## src/rtl/serAudioPkg.sv

```systemverilog
package serAudioPkg;
  typedef enum logic [1:0] {
    MODE_STD   = 2'd0,
    MODE_LSB   = 2'd1,
    MODE_FRAME = 2'd2,
    MODE_OFF   = 2'd3
  } rxMode_t;

  typedef struct packed {
    logic shift;
    logic lsbFirst;
    logic load;
    logic capLeft;
    logic capRight;
    logic emit;
  } rxStrobe_t;
endpackage

```

## src/rtl/serAudioClkGen.sv

```systemverilog
module serAudioClkGen #(
  parameter int DIV_W = 8,
  parameter int POS_W = 9
) (
  input  logic             clk,
  input  logic             rst,
  input  logic             enable,
  input  logic             fallEdge,
  input  logic [DIV_W-1:0] halfDiv,
  input  logic [POS_W-1:0] wsBits,
  output logic             sckGen,
  output logic             wsGen
);
  logic [DIV_W-1:0] divCnt;
  logic [POS_W-1:0] bitCnt;
  logic             launchLevel;

  // level the clock has just before the launch (non-sampling) edge
  assign launchLevel = ~fallEdge;

  always_ff @(posedge clk) begin
    if (rst || !enable) begin
      divCnt <= '0;
      bitCnt <= '0;
      sckGen <= 1'b0;
      wsGen  <= 1'b0;
    end else if (divCnt == halfDiv) begin
      divCnt <= '0;
      sckGen <= ~sckGen;
      if (sckGen == launchLevel) begin
        if (bitCnt == wsBits) begin
          bitCnt <= '0;
          wsGen  <= ~wsGen;
        end else begin
          bitCnt <= bitCnt + 1'b1;
        end
      end
    end else begin
      divCnt <= divCnt + 1'b1;
    end
  end
endmodule

```

## src/rtl/serAudioCtrl.sv

```systemverilog
module serAudioCtrl
  import serAudioPkg::*;
#(
  parameter int WORD_W      = 16,
  parameter int POS_W       = 9,
  parameter int LEN_W       = 4,
  parameter int SYNC_STAGES = 2
) (
  input  logic             clk,
  input  logic             rst,
  input  logic             sckRaw,
  input  logic             wsRaw,
  input  logic             sdRaw,
  input  logic             fallEdge,
  input  rxMode_t          mode,
  input  logic [LEN_W-1:0] lenM1,
  input  logic [POS_W-1:0] startPos,
  input  logic [POS_W-1:0] qualPos,
  output rxStrobe_t        strb,
  output logic             sdBit
);
  localparam int           TOP    = SYNC_STAGES - 1;
  localparam int           CMP_W  = POS_W + 1;
  localparam logic [POS_W-1:0] POS_MAX = {POS_W{1'b1}};
  localparam logic [CMP_W-1:0] WORD_C  = CMP_W'(WORD_W);

  logic [SYNC_STAGES-1:0] sckPipe, wsPipe, sdPipe;
  logic                   sckLast, wsPrev, locked;
  logic                   leftHave, rightHave, qualSeen;
  logic [POS_W-1:0]       pos, idx;
  logic                   sckNow, wsNow, bitEdge, wsChg, frameStart, active;
  logic                   inWord, firstBit, lastLeft, lastRight;
  logic [CMP_W-1:0]       idxC, startC, leftEnd, rightEnd;

  always_ff @(posedge clk) begin
    if (rst) begin
      sckPipe <= '0;
      wsPipe  <= '0;
      sdPipe  <= '0;
      sckLast <= 1'b0;
    end else begin
      sckPipe <= {sckPipe[TOP-1:0], sckRaw};
      wsPipe  <= {wsPipe[TOP-1:0], wsRaw};
      sdPipe  <= {sdPipe[TOP-1:0], sdRaw};
      sckLast <= sckPipe[TOP];
    end
  end

  assign sckNow  = sckPipe[TOP];
  assign wsNow   = wsPipe[TOP];
  assign sdBit   = sdPipe[TOP];
  assign bitEdge = fallEdge ? (sckLast & ~sckNow) : (sckNow & ~sckLast);

  always_comb begin
    wsChg      = wsNow ^ wsPrev;
    frameStart = (mode == MODE_FRAME) ? (wsNow & ~wsPrev) : wsChg;
    if (frameStart)         idx = '0;
    else if (pos == POS_MAX) idx = POS_MAX;
    else                    idx = pos + 1'b1;
    active   = bitEdge && (locked || frameStart) && (mode != MODE_OFF);
    idxC     = {1'b0, idx};
    startC   = {1'b0, startPos};
    leftEnd  = startC + WORD_C;
    rightEnd = leftEnd + WORD_C;
    inWord   = 1'b0;
    firstBit = 1'b0;
    lastLeft = 1'b0;
    lastRight = 1'b0;
    unique case (mode)
      MODE_STD: begin
        inWord    = (idxC >= 1) && (idxC <= WORD_C);
        firstBit  = (idxC == 1);
        lastLeft  = (idxC == WORD_C) && !wsNow;
        lastRight = (idxC == WORD_C) && wsNow;
      end
      MODE_LSB: begin
        inWord    = idxC <= CMP_W'(lenM1);
        firstBit  = (idxC == 0);
        lastLeft  = (idxC == CMP_W'(lenM1)) && !wsNow;
        lastRight = (idxC == CMP_W'(lenM1)) && wsNow;
      end
      MODE_FRAME: begin
        inWord    = (idxC >= startC) && (idxC < rightEnd);
        firstBit  = (idxC == startC) || (idxC == leftEnd);
        lastLeft  = (idxC == leftEnd - 1'b1);
        lastRight = (idxC == rightEnd - 1'b1);
      end
      default: ;
    endcase
    strb.shift    = active && inWord;
    strb.load     = active && inWord && firstBit;
    strb.lsbFirst = (mode == MODE_LSB);
    strb.capLeft  = active && lastLeft;
    strb.capRight = active && lastRight;
    if (mode == MODE_FRAME)
      strb.emit = active && frameStart && locked && qualSeen && leftHave && rightHave;
    else
      strb.emit = active && lastRight && leftHave;
  end

  always_ff @(posedge clk) begin
    if (rst) begin
      wsPrev    <= 1'b0;
      locked    <= 1'b0;
      pos       <= '0;
      leftHave  <= 1'b0;
      rightHave <= 1'b0;
      qualSeen  <= 1'b0;
    end else if (bitEdge) begin
      wsPrev <= wsNow;
      if (frameStart && mode != MODE_OFF) locked <= 1'b1;
      if (active) pos <= idx;
      if (strb.capLeft)
        leftHave <= 1'b1;
      else if (strb.emit || (active && frameStart && mode == MODE_FRAME))
        leftHave <= 1'b0;
      if (strb.capRight)
        rightHave <= 1'b1;
      else if (active && frameStart)
        rightHave <= 1'b0;
      if (active && mode == MODE_FRAME && idx == qualPos)
        qualSeen <= sdBit;
      else if (active && frameStart)
        qualSeen <= 1'b0;
    end
  end
endmodule

```

## src/rtl/serAudioDp.sv

```systemverilog
module serAudioDp
  import serAudioPkg::*;
#(
  parameter int WORD_W = 16
) (
  input  logic              clk,
  input  logic              rst,
  input  rxStrobe_t         strb,
  input  logic              sdBit,
  output logic [WORD_W-1:0] outLeft,
  output logic [WORD_W-1:0] outRight,
  output logic              outValid
);
  logic [WORD_W-1:0] sh, shNext, leftHold, rightHold;

  always_comb begin
    if (strb.load)
      shNext = strb.lsbFirst ? {sdBit, {(WORD_W-1){1'b0}}} : {{(WORD_W-1){1'b0}}, sdBit};
    else
      shNext = strb.lsbFirst ? {sdBit, sh[WORD_W-1:1]} : {sh[WORD_W-2:0], sdBit};
  end

  always_ff @(posedge clk) begin
    if (rst) begin
      sh        <= '0;
      leftHold  <= '0;
      rightHold <= '0;
      outLeft   <= '0;
      outRight  <= '0;
      outValid  <= 1'b0;
    end else begin
      if (strb.shift)    sh        <= shNext;
      if (strb.capLeft)  leftHold  <= shNext;
      if (strb.capRight) rightHold <= shNext;
      outValid <= strb.emit;
      if (strb.emit) begin
        outLeft  <= leftHold;
        outRight <= strb.capRight ? shNext : rightHold;
      end
    end
  end
endmodule

```

## src/rtl/serAudioRx.sv

```systemverilog
module serAudioRx
  import serAudioPkg::*;
#(
  parameter int WORD_W      = 16,
  parameter int POS_W       = 9,
  parameter int DIV_W       = 8,
  parameter int SYNC_STAGES = 2,
  localparam int LEN_W      = $clog2(WORD_W)
) (
  input  logic              clk,
  input  logic              rst,
  input  logic              cfgMaster,
  input  logic              cfgFallEdge,
  input  logic [1:0]        cfgMode,
  input  logic [LEN_W-1:0]  cfgLenM1,
  input  logic [POS_W-1:0]  cfgStart,
  input  logic [POS_W-1:0]  cfgQual,
  input  logic [DIV_W-1:0]  cfgHalfDiv,
  input  logic [POS_W-1:0]  cfgWsBits,
  input  logic              sckIn,
  input  logic              wsIn,
  input  logic              sdIn,
  output logic              sckOut,
  output logic              wsOut,
  output logic              sckOe,
  output logic              wsOe,
  output logic [WORD_W-1:0] outLeft,
  output logic [WORD_W-1:0] outRight,
  output logic              outValid
);
  rxStrobe_t strb;
  logic      sdBit, sckGen, wsGen, sckRaw, wsRaw;

  always_ff @(posedge clk) begin
    if (rst) begin
      sckOe <= 1'b0;
      wsOe  <= 1'b0;
    end else begin
      sckOe <= cfgMaster;
      wsOe  <= cfgMaster;
    end
  end

  assign sckOut = sckGen;
  assign wsOut  = wsGen;
  assign sckRaw = cfgMaster ? sckGen : sckIn;
  assign wsRaw  = cfgMaster ? wsGen : wsIn;

  serAudioClkGen #(.DIV_W(DIV_W), .POS_W(POS_W)) uGen (
    .clk(clk), .rst(rst), .enable(cfgMaster), .fallEdge(cfgFallEdge),
    .halfDiv(cfgHalfDiv), .wsBits(cfgWsBits), .sckGen(sckGen), .wsGen(wsGen)
  );

  serAudioCtrl #(.WORD_W(WORD_W), .POS_W(POS_W), .LEN_W(LEN_W),
                 .SYNC_STAGES(SYNC_STAGES)) uCtrl (
    .clk(clk), .rst(rst), .sckRaw(sckRaw), .wsRaw(wsRaw), .sdRaw(sdIn),
    .fallEdge(cfgFallEdge), .mode(rxMode_t'(cfgMode)), .lenM1(cfgLenM1),
    .startPos(cfgStart), .qualPos(cfgQual), .strb(strb), .sdBit(sdBit)
  );

  serAudioDp #(.WORD_W(WORD_W)) uDp (
    .clk(clk), .rst(rst), .strb(strb), .sdBit(sdBit),
    .outLeft(outLeft), .outRight(outRight), .outValid(outValid)
  );
endmodule

```

## config.mk

```make
export PLATFORM = sky130hd
export DESIGN_NAME = serAudioRx
export DESIGN_NICKNAME = d
export VERILOG_FILES = /design/src/rtl/serAudioPkg.sv /design/src/rtl/serAudioClkGen.sv /design/src/rtl/serAudioCtrl.sv /design/src/rtl/serAudioDp.sv /design/src/rtl/serAudioRx.sv
export SDC_FILE = /design/constraint.sdc
export NUM_CORES = 1
export LEC_CHECK = 0
export BUFFER_PORTS_ARGS = -buffer_cell sky130_fd_sc_hd__buf_2
export CAP_MARGIN = 20
export CORE_MARGIN = 2
export CORE_UTILIZATION = 59
export DETAILED_ROUTE_END_ITERATION = 7
export GPL_ROUTABILITY_DRIVEN = 0
export PLACE_DENSITY = 0.93
export SLEW_MARGIN = 20
export SYNTH_ARGS = -nofsm -noshare
export SYNTH_HDL_FRONTEND = slang
export SYNTH_SLANG_ARGS = --single-unit
```

## constraint.sdc

```tcl
create_clock -name clk -period 5.3 [get_ports clk]
set_input_delay 0.795 -clock clk [delete_from_list [all_inputs] [get_ports clk]]
set_output_delay 0.795 -clock clk [all_outputs]
set_load 0.02 [all_outputs]
```

==> flow_summary.ini, run 1 <==
[status]
status = finished, final reports clean

[placement]
place_area_um2 = 7360
dp_slack_ns = 0.796
hpwl_mm = 11.4
portBuffers = 84

[power]
vdd_drop_max_mv = 0.288
cellPowerDensity_nw_per_um2 = 287
p_leak_nw = 3.16

[final_layout]
area_delta_synth_final_pct = 15.0
drive_gt1_share_pct = 19.1
n_antenna_cell = 0
nets = 920
final_area_um2 = 7980
final_common_cell = nor2_1
final_cell_mix = 126 x nor2_1, 122 x dfxtp_1, 83 x buf_2, 67 x mux2i_1, 64 x nand2_1

[sta]
timing.final.crit_share_pct = 86.3
max_slew_margin_pct = 33.6
finalClockSkew_ns = 0.0221
fin_hold_ws_ns = 0.444
tightest_slew_ns = 0.996
rsz0062_at_grt = false
period_needed_ns = 4.58
setup_ws_ns = 0.724
setup_viol = 0
final_max_slew_viol_count = 0
tns_ns = 0
hold_viol_final = 0
fmaxAchievable_mhz = 219

[setup_path]
critPathMaxFanout = 10
slowest_delay_ns = 0.65
cp_cell_sequence = ha_1, and3_1, a31oi_1, a311oi_4, ha_1, a21o_1, a211oi_1, nand2_1, o221ai_1, nand3_1, o31ai_4, and3_1, buf_4, o21ai_1, mux2i_1, o22ai_1
worstPathRequired_ns = 5.56
startpoint_type = flip-flop
cpMaxStageDelayCell = a311oi_4
arrival_ns = 4.83
crit_type = reg2reg
worstSetupEndpointType = flip-flop

[yosys]
synth_edf_count = 0
ys_ff_latch = 122
synth.area.top_cells = dfxtp_1 35%, mux2i_1 9.7%, nor2_1 6.8%, xnor2_1 5.6%, ha_1 5.0%
synth-warning-count = 0
ys_seq_area_share_pct = 35.2
synth_area_per_cell_um2 = 8.95
synthAdderAreaFrac_pct = 5.19
synth_compound_area_share_pct = 14.6
synth_ff_type = dfxtp_1
synth.distinct_cells = 82
synth_top_area_share_pct = 35.2
synthMuxAreaShare_pct = 10.4
synth_top_family_by_area = simple AND/OR/NAND/NOR gates
netlist_area_um2 = 6940
synth_xor_area_share_pct = 8.80
synth.net_count = 852
syn_inst = 776
synth_area_leader_cell = dfxtp_1
async_flop_share_pct = 0
synthSimpleGateAreaFrac_pct = 21.0

[routing]
viasPerCell = 5.96
via_count = 5960
highest_layer = met4
drcViolationCount = 0
routed_wirelength_mm = 17.2
antenna_left = 0
drt_iter0_markers = 495
dr.pass1.iters = 7
wl_per_cell_um = 17.2
met2_length_mm = 8.52
wl_met1_mm = 7.09
route.met3.wl_mm = 1.17

[die]
start_util_pct = 60.5
dieArea_um2 = 12600
die_h_um = 112
ios = 85
placementRows = 39
core_um2 = 11500
die_w_um = 112

[clock_network]
htreeDepth = 4
clk_latency_ns = 0.43
post_cts_resized = 0
root_buffer = clkbuf_16
cts_tree = yes
cts_sinks = 122
cts_made_buffers = 17
post_cts_buffers = 0
clkTransAtPathRegs_ns = 0.06
holdBufCountCts = 0
clock_path_buffers = 2

[global_route]
grt_max_degree = 104
grt_overflow = 0
track_usage_pct = 28.1
grt_pass1_vias = 5996
antenna_found_initial = 0
grt_first_pass_wirelength_mm = 28.7

[min_path]
hp-class = reg2reg

[flow_run]
drv_cap = 0
## final cells by class
| type | instances | area (um^2) |
|---|---|---|
| multi-input cells | 590 | 4170 |
| fillers | 819 | 3480 |
| flip-flops and latches | 122 | 2440 |
| repair buffers | 92 | 483 |
| clock buffers | 17 | 425 |
| clock inverters | 15 | 201 |
| well taps | 143 | 179 |
| inverters | 21 | 78.8 |
## critical path, delay by kind of cell, from the launching register on
family | cells | cell delay, ns
AOI/OAI and AO/OA | 8 | 1.81
adders and majority gates | 2 | 0.70
buffers and inverters | 1 | 0.23
DFF | 1 | 0.50
muxes | 1 | 0.27
and+or+nand+nor | 4 | 0.88
## per-stage QoR
step,util [%],power (mW),cells
detailed placement,64.1,1.09,968
finish,69.6,2.29,1000
CTS,69.6,2.30,1000
global route,69.6,2.36,1000
global placement,64.1,1.09,968
floorplan,-,1.05,776
## power by group
part           internal (mW)  switching [mW]
Sequential             0.920         0.00283
Combinational         0.0593          0.0907
Clock                  0.758           0.460
Total                   1.74           0.553
## logic make-up after synthesis
group                    count (synthesis)
adder cells (fa/ha/maj)                 29
AND/OR/NAND/NOR                        297
XOR/XNOR                                68
AO/OA/AOI/OAI                          126
flip-flops                             122
multiplexers                            70
buffers and inverters                   64
## cell usage after synthesis, types with 8 or more instances
| cell | count |
|---|---|
| o21ai_0 | 9 |
| nor2_1 | 126 |
| clkbuf_1 | 19 |
| xnor2_1 | 44 |
| dfxtp_1 | 122 |
| xor2_1 | 22 |
| and3_1 | 12 |
| nand4_1 | 12 |
| nor2b_1 | 8 |
| nand3_1 | 19 |
| a21oi_1 | 31 |
| buf_2 | 10 |
| nand2b_1 | 12 |
| a211oi_1 | 14 |
| ha_1 | 28 |
| a31oi_1 | 10 |
| mux2i_1 | 67 |
| a21oi_4 | 8 |
| inv_1 | 20 |
| nand2_1 | 64 |
## routing by layer
| layer | vias to the layer above | global-route usage [%] |
|---|---|---|
| met1 | 2823 | 33.6 |
| li1 | 2850 | - |
| met5 | - | 0 |
| met3 | 40 | 6.43 |
| met2 | 247 | 48.8 |
| met4 | 0 | 11.7 |
## registers in the layout, indices dropped and copies added, names as in the netlist
signal           count
uCtrl.wsPipe         2
uDp.rightHold       16
wsOe                 1
uGen.wsGen           1
uGen.sckGen          1
uCtrl.locked         1
uDp.outRight        16
uGen.bitCnt          9
uCtrl.sdPipe         2
uGen.divCnt          8
uCtrl.rightHave      1
uDp.sh              16
uCtrl.wsPrev         1
uCtrl.leftHave       1
uCtrl.pos            9
uCtrl.sckLast        1
uDp.outLeft         16
uDp.leftHold        16
uDp.outValid         1
uCtrl.qualSeen       1
uCtrl.sckPipe        2
## final timing paths
path                                from                           end  slack, ns  depth (start not counted)
max            uCtrl.pos[0]$_SDFFE_PP0P_  uDp.outRight[0]$_SDFFE_PP0P_       0.72                         16
min          uCtrl.sckPipe[0]$_SDFF_PP0_   uCtrl.sckPipe[1]$_SDFF_PP0_       0.44                          1
max reg2reg    uCtrl.pos[0]$_SDFFE_PP0P_  uDp.outRight[0]$_SDFFE_PP0P_       0.72                         16
min reg2reg  uCtrl.sckPipe[0]$_SDFF_PP0_   uCtrl.sckPipe[1]$_SDFF_PP0_       0.44                          1
No activity file was read; power rests on OpenSTA's default activity.
==> run 2, diff against run 1 <==
Settings changed: CORE_UTILIZATION 59 to 61, CTS_BUF_LIST set to sky130_fd_sc_hd__clkbuf_4, PLACE_DENSITY 0.93 to 0.95, SETUP_SLACK_MARGIN set to 0.2.
Clock period 5.3 ns to 4.3 ns, I/O delays scaled along.
==> run 2 against run 1 <==
  * Sequential cell count stayed put
  * Hold slack lost 0.11 ns
  * Total power down 7.8%
  * Final cell count up 1.3%
  * Clock skew increased by 0.0058 ns
  * Fmax increased by 17%
  * Via count increased by 0.82%
  * Count of clock-buffer cells in the layout unchanged
  * Non-clock buffer count rose by 16
  * Global-route usage fell by 1.0 points
  * Register-to-register slack got worse by 0.35 ns
  * Final area decreased by 2.4%
==> flow_summary.ini, run 2 (synthesis results as in run 1) <==
[setup_path]
r2r_end = uDp.outRight[7]$_SDFFE_PP0P_
startpoint_type = flip-flop
reg2regPathDepth = 15
critPathMaxFanout = 10
rrSetupSlack_ns = 0.38
worstSetupEndpointType = flip-flop
worstPathRequired_ns = 4.75
arrival_ns = 4.38
regToRegStartpoint = uCtrl.pos[1]$_SDFFE_PP0P_
crit_type = reg2reg

[power]
p_sw_share_pct = 30.2
cellPowerDensity_nw_per_um2 = 271
vdd_drop_max_mv = 0.334
combPwrFrac_pct = 9.2
power.switching_mw = 0.638
clkPwrFrac_pct = 37.0
seqPwrFrac_pct = 53.8
p_leak_nw = 3.08
intPower_mw = 1.47

[routing]
routed_wirelength_mm = 16.6
via_count = 6009
drcViolationCount = 0
drt_iter0_markers = 603
antenna_left = 0
wl_per_cell_um = 16.4
viasPerCell = 5.93
dr.pass1.iters = 6

[clock_network]
clkTransAtPathRegs_ns = 0.13
root_buffer = clkbuf_4
clock_path_buffers = 2
cts_made_buffers = 17
cts_tree = yes
post_cts_buffers = 0
clk_latency_ns = 0.55
htreeDepth = 4
cts_sinks = 122

[global_route]
grt_max_degree = 56
track_usage_pct = 27.1
grt_first_pass_wirelength_mm = 27.6
grt_pass1_vias = 5750
grt_overflow = 0
antenna_found_initial = 0

[flow_run]
drv_cap = 0

[final_layout]
multiInputGateArea_um2 = 4200
final_area_um2 = 7790
nFillCells = 766
final_cell_mix = 126 x nor2_1, 122 x dfxtp_1, 83 x buf_2, 67 x mux2i_1, 64 x nand2_1
final_common_cell = nor2_1
area_delta_synth_final_pct = 12.2
drive_gt1_share_pct = 21.2
fin_util_pct = 70.9
n_antenna_cell = 0
nets = 936
final-seq-area_um2 = 2440

[die]
start_util_pct = 63.2
dieArea_um2 = 12200
core_um2 = 11000
placementRows = 38
ios = 85
die_w_um = 111
die_h_um = 111

[sta]
setup_ws_ns = 0.375
hold_viol_final = 0
period_needed_ns = 3.92
timing.final.crit_share_pct = 91.3
fmaxAchievable_mhz = 255
tightest_slew_ns = 0.985
setup_viol = 0
tns_ns = 0
final_max_slew_viol_count = 0
fin_hold_ws_ns = 0.332
max_slew_margin_pct = 33.9
rsz0062_at_grt = false
finalClockSkew_ns = 0.0279

[status]
status = finished, final reports clean

[min_path]
holdPathEnd = uCtrl.sdPipe[0]$_SDFF_PP0_
whs_path_depth = 2
hp-class = in2reg
hold_path_startpoint = sdIn

[placement]
place_area_um2 = 7480
dp_slack_ns = 0.0339
portBuffers = 84
hpwl_mm = 11.9
-- run 2: cell count changes in the layout (fill, tap and decap cells not counted), moves of 2 or more --
cell	change
and3_1	-2
buf_4	+15
bufinv_16	-3
clkbuf_16	-17
clkbuf_4	+17
clkinv_8	+2
inv_6	-2
-- run 2: what timing repair did --
| item | in CTS | in global routing |
|---|---|---|
| pin swaps | 0 | 1 |
| gates cloned | 0 | 0 |
| hold buffers | 0 | 0 |
| resized for setup | 2 | 4 |
| endpoints found under the setup margin | 25 | 34 |
-- run 2: how the worst max path moves through the flow --
stage,slack [ns],startpoint,cells after the start,endpoint
2_1_floorplan,0.34,cfgStart[4],19,uDp.outRight[5]$_SDFFE_PP0P_
3_3_place_gp,0.15,cfgStart[5],18,uDp.outRight[8]$_SDFFE_PP0P_
3_5_place_dp,0.03,cfgStart[5],18,uDp.outRight[14]$_SDFFE_PP0P_
4_1_cts,0.26,uCtrl.pos[1]$_SDFFE_PP0P_,15,uDp.outRight[7]$_SDFFE_PP0P_
5_1_grt,0.22,uCtrl.pos[1]$_SDFFE_PP0P_,15,uDp.outRight[7]$_SDFFE_PP0P_
6_report,0.38,uCtrl.pos[1]$_SDFFE_PP0P_,15,uDp.outRight[7]$_SDFFE_PP0P_
-- run 2: worst max-delay path, stage by stage, from the launching register on --
cell and delay (ns):
dfxtp_1 0.44, ha_2 0.28, and3_4 0.28, nand4_4 0.19
a21oi_2 0.29, ha_1 0.29, nand3_1 0.15, nand2b_1 0.08
maj3_1 0.35, a31oi_1 0.32, o31ai_4 0.08, and3_2 0.33
buf_4 0.21, a21oi_4 0.14, mux2i_1 0.12, a211oi_1 0.28
-- run 2: metal layers --
layer | routed length, um | global-route usage (%) | share of wire (%)
met1 | 7010 | 34.8 | 42
met2 | 7930 | 45.7 | 48
met3 | 1320 | 5.36 | 7.9
met4 | 365 | 9.08 | 2.2
met5 | 0 | 0 | 0
-- run 2: power groups by stage --
stage	logic [mW]	registers, mW	clock network (mW)
3_3_place_gp	0.185	1.16	0
2_1_floorplan	0.128	1.16	0
3_5_place_dp	0.190	1.16	0
5_1_grt	0.212	1.14	0.839
6_report	0.194	1.14	0.782
4_1_cts	0.191	1.14	0.785
-- run 2: final cells by class --
class	count	area share, %
multi-input cells	590	53.9
clock inverters	15	1.98
clock buffers	17	1.64
well taps	140	2.25
flip-flops and latches	122	31.4
inverters	21	1.01
repair buffers	108	7.90
-- run 2: through the flow --
step / cells / power [mW]
4_1_cts: 1013 / 2.11
5_1_grt: 1013 / 2.19
3_3_place_gp: 981 / 1.35
6_report: 1013 / 2.11
2_1_floorplan: 776 / 1.29
3_5_place_dp: 981 / 1.35
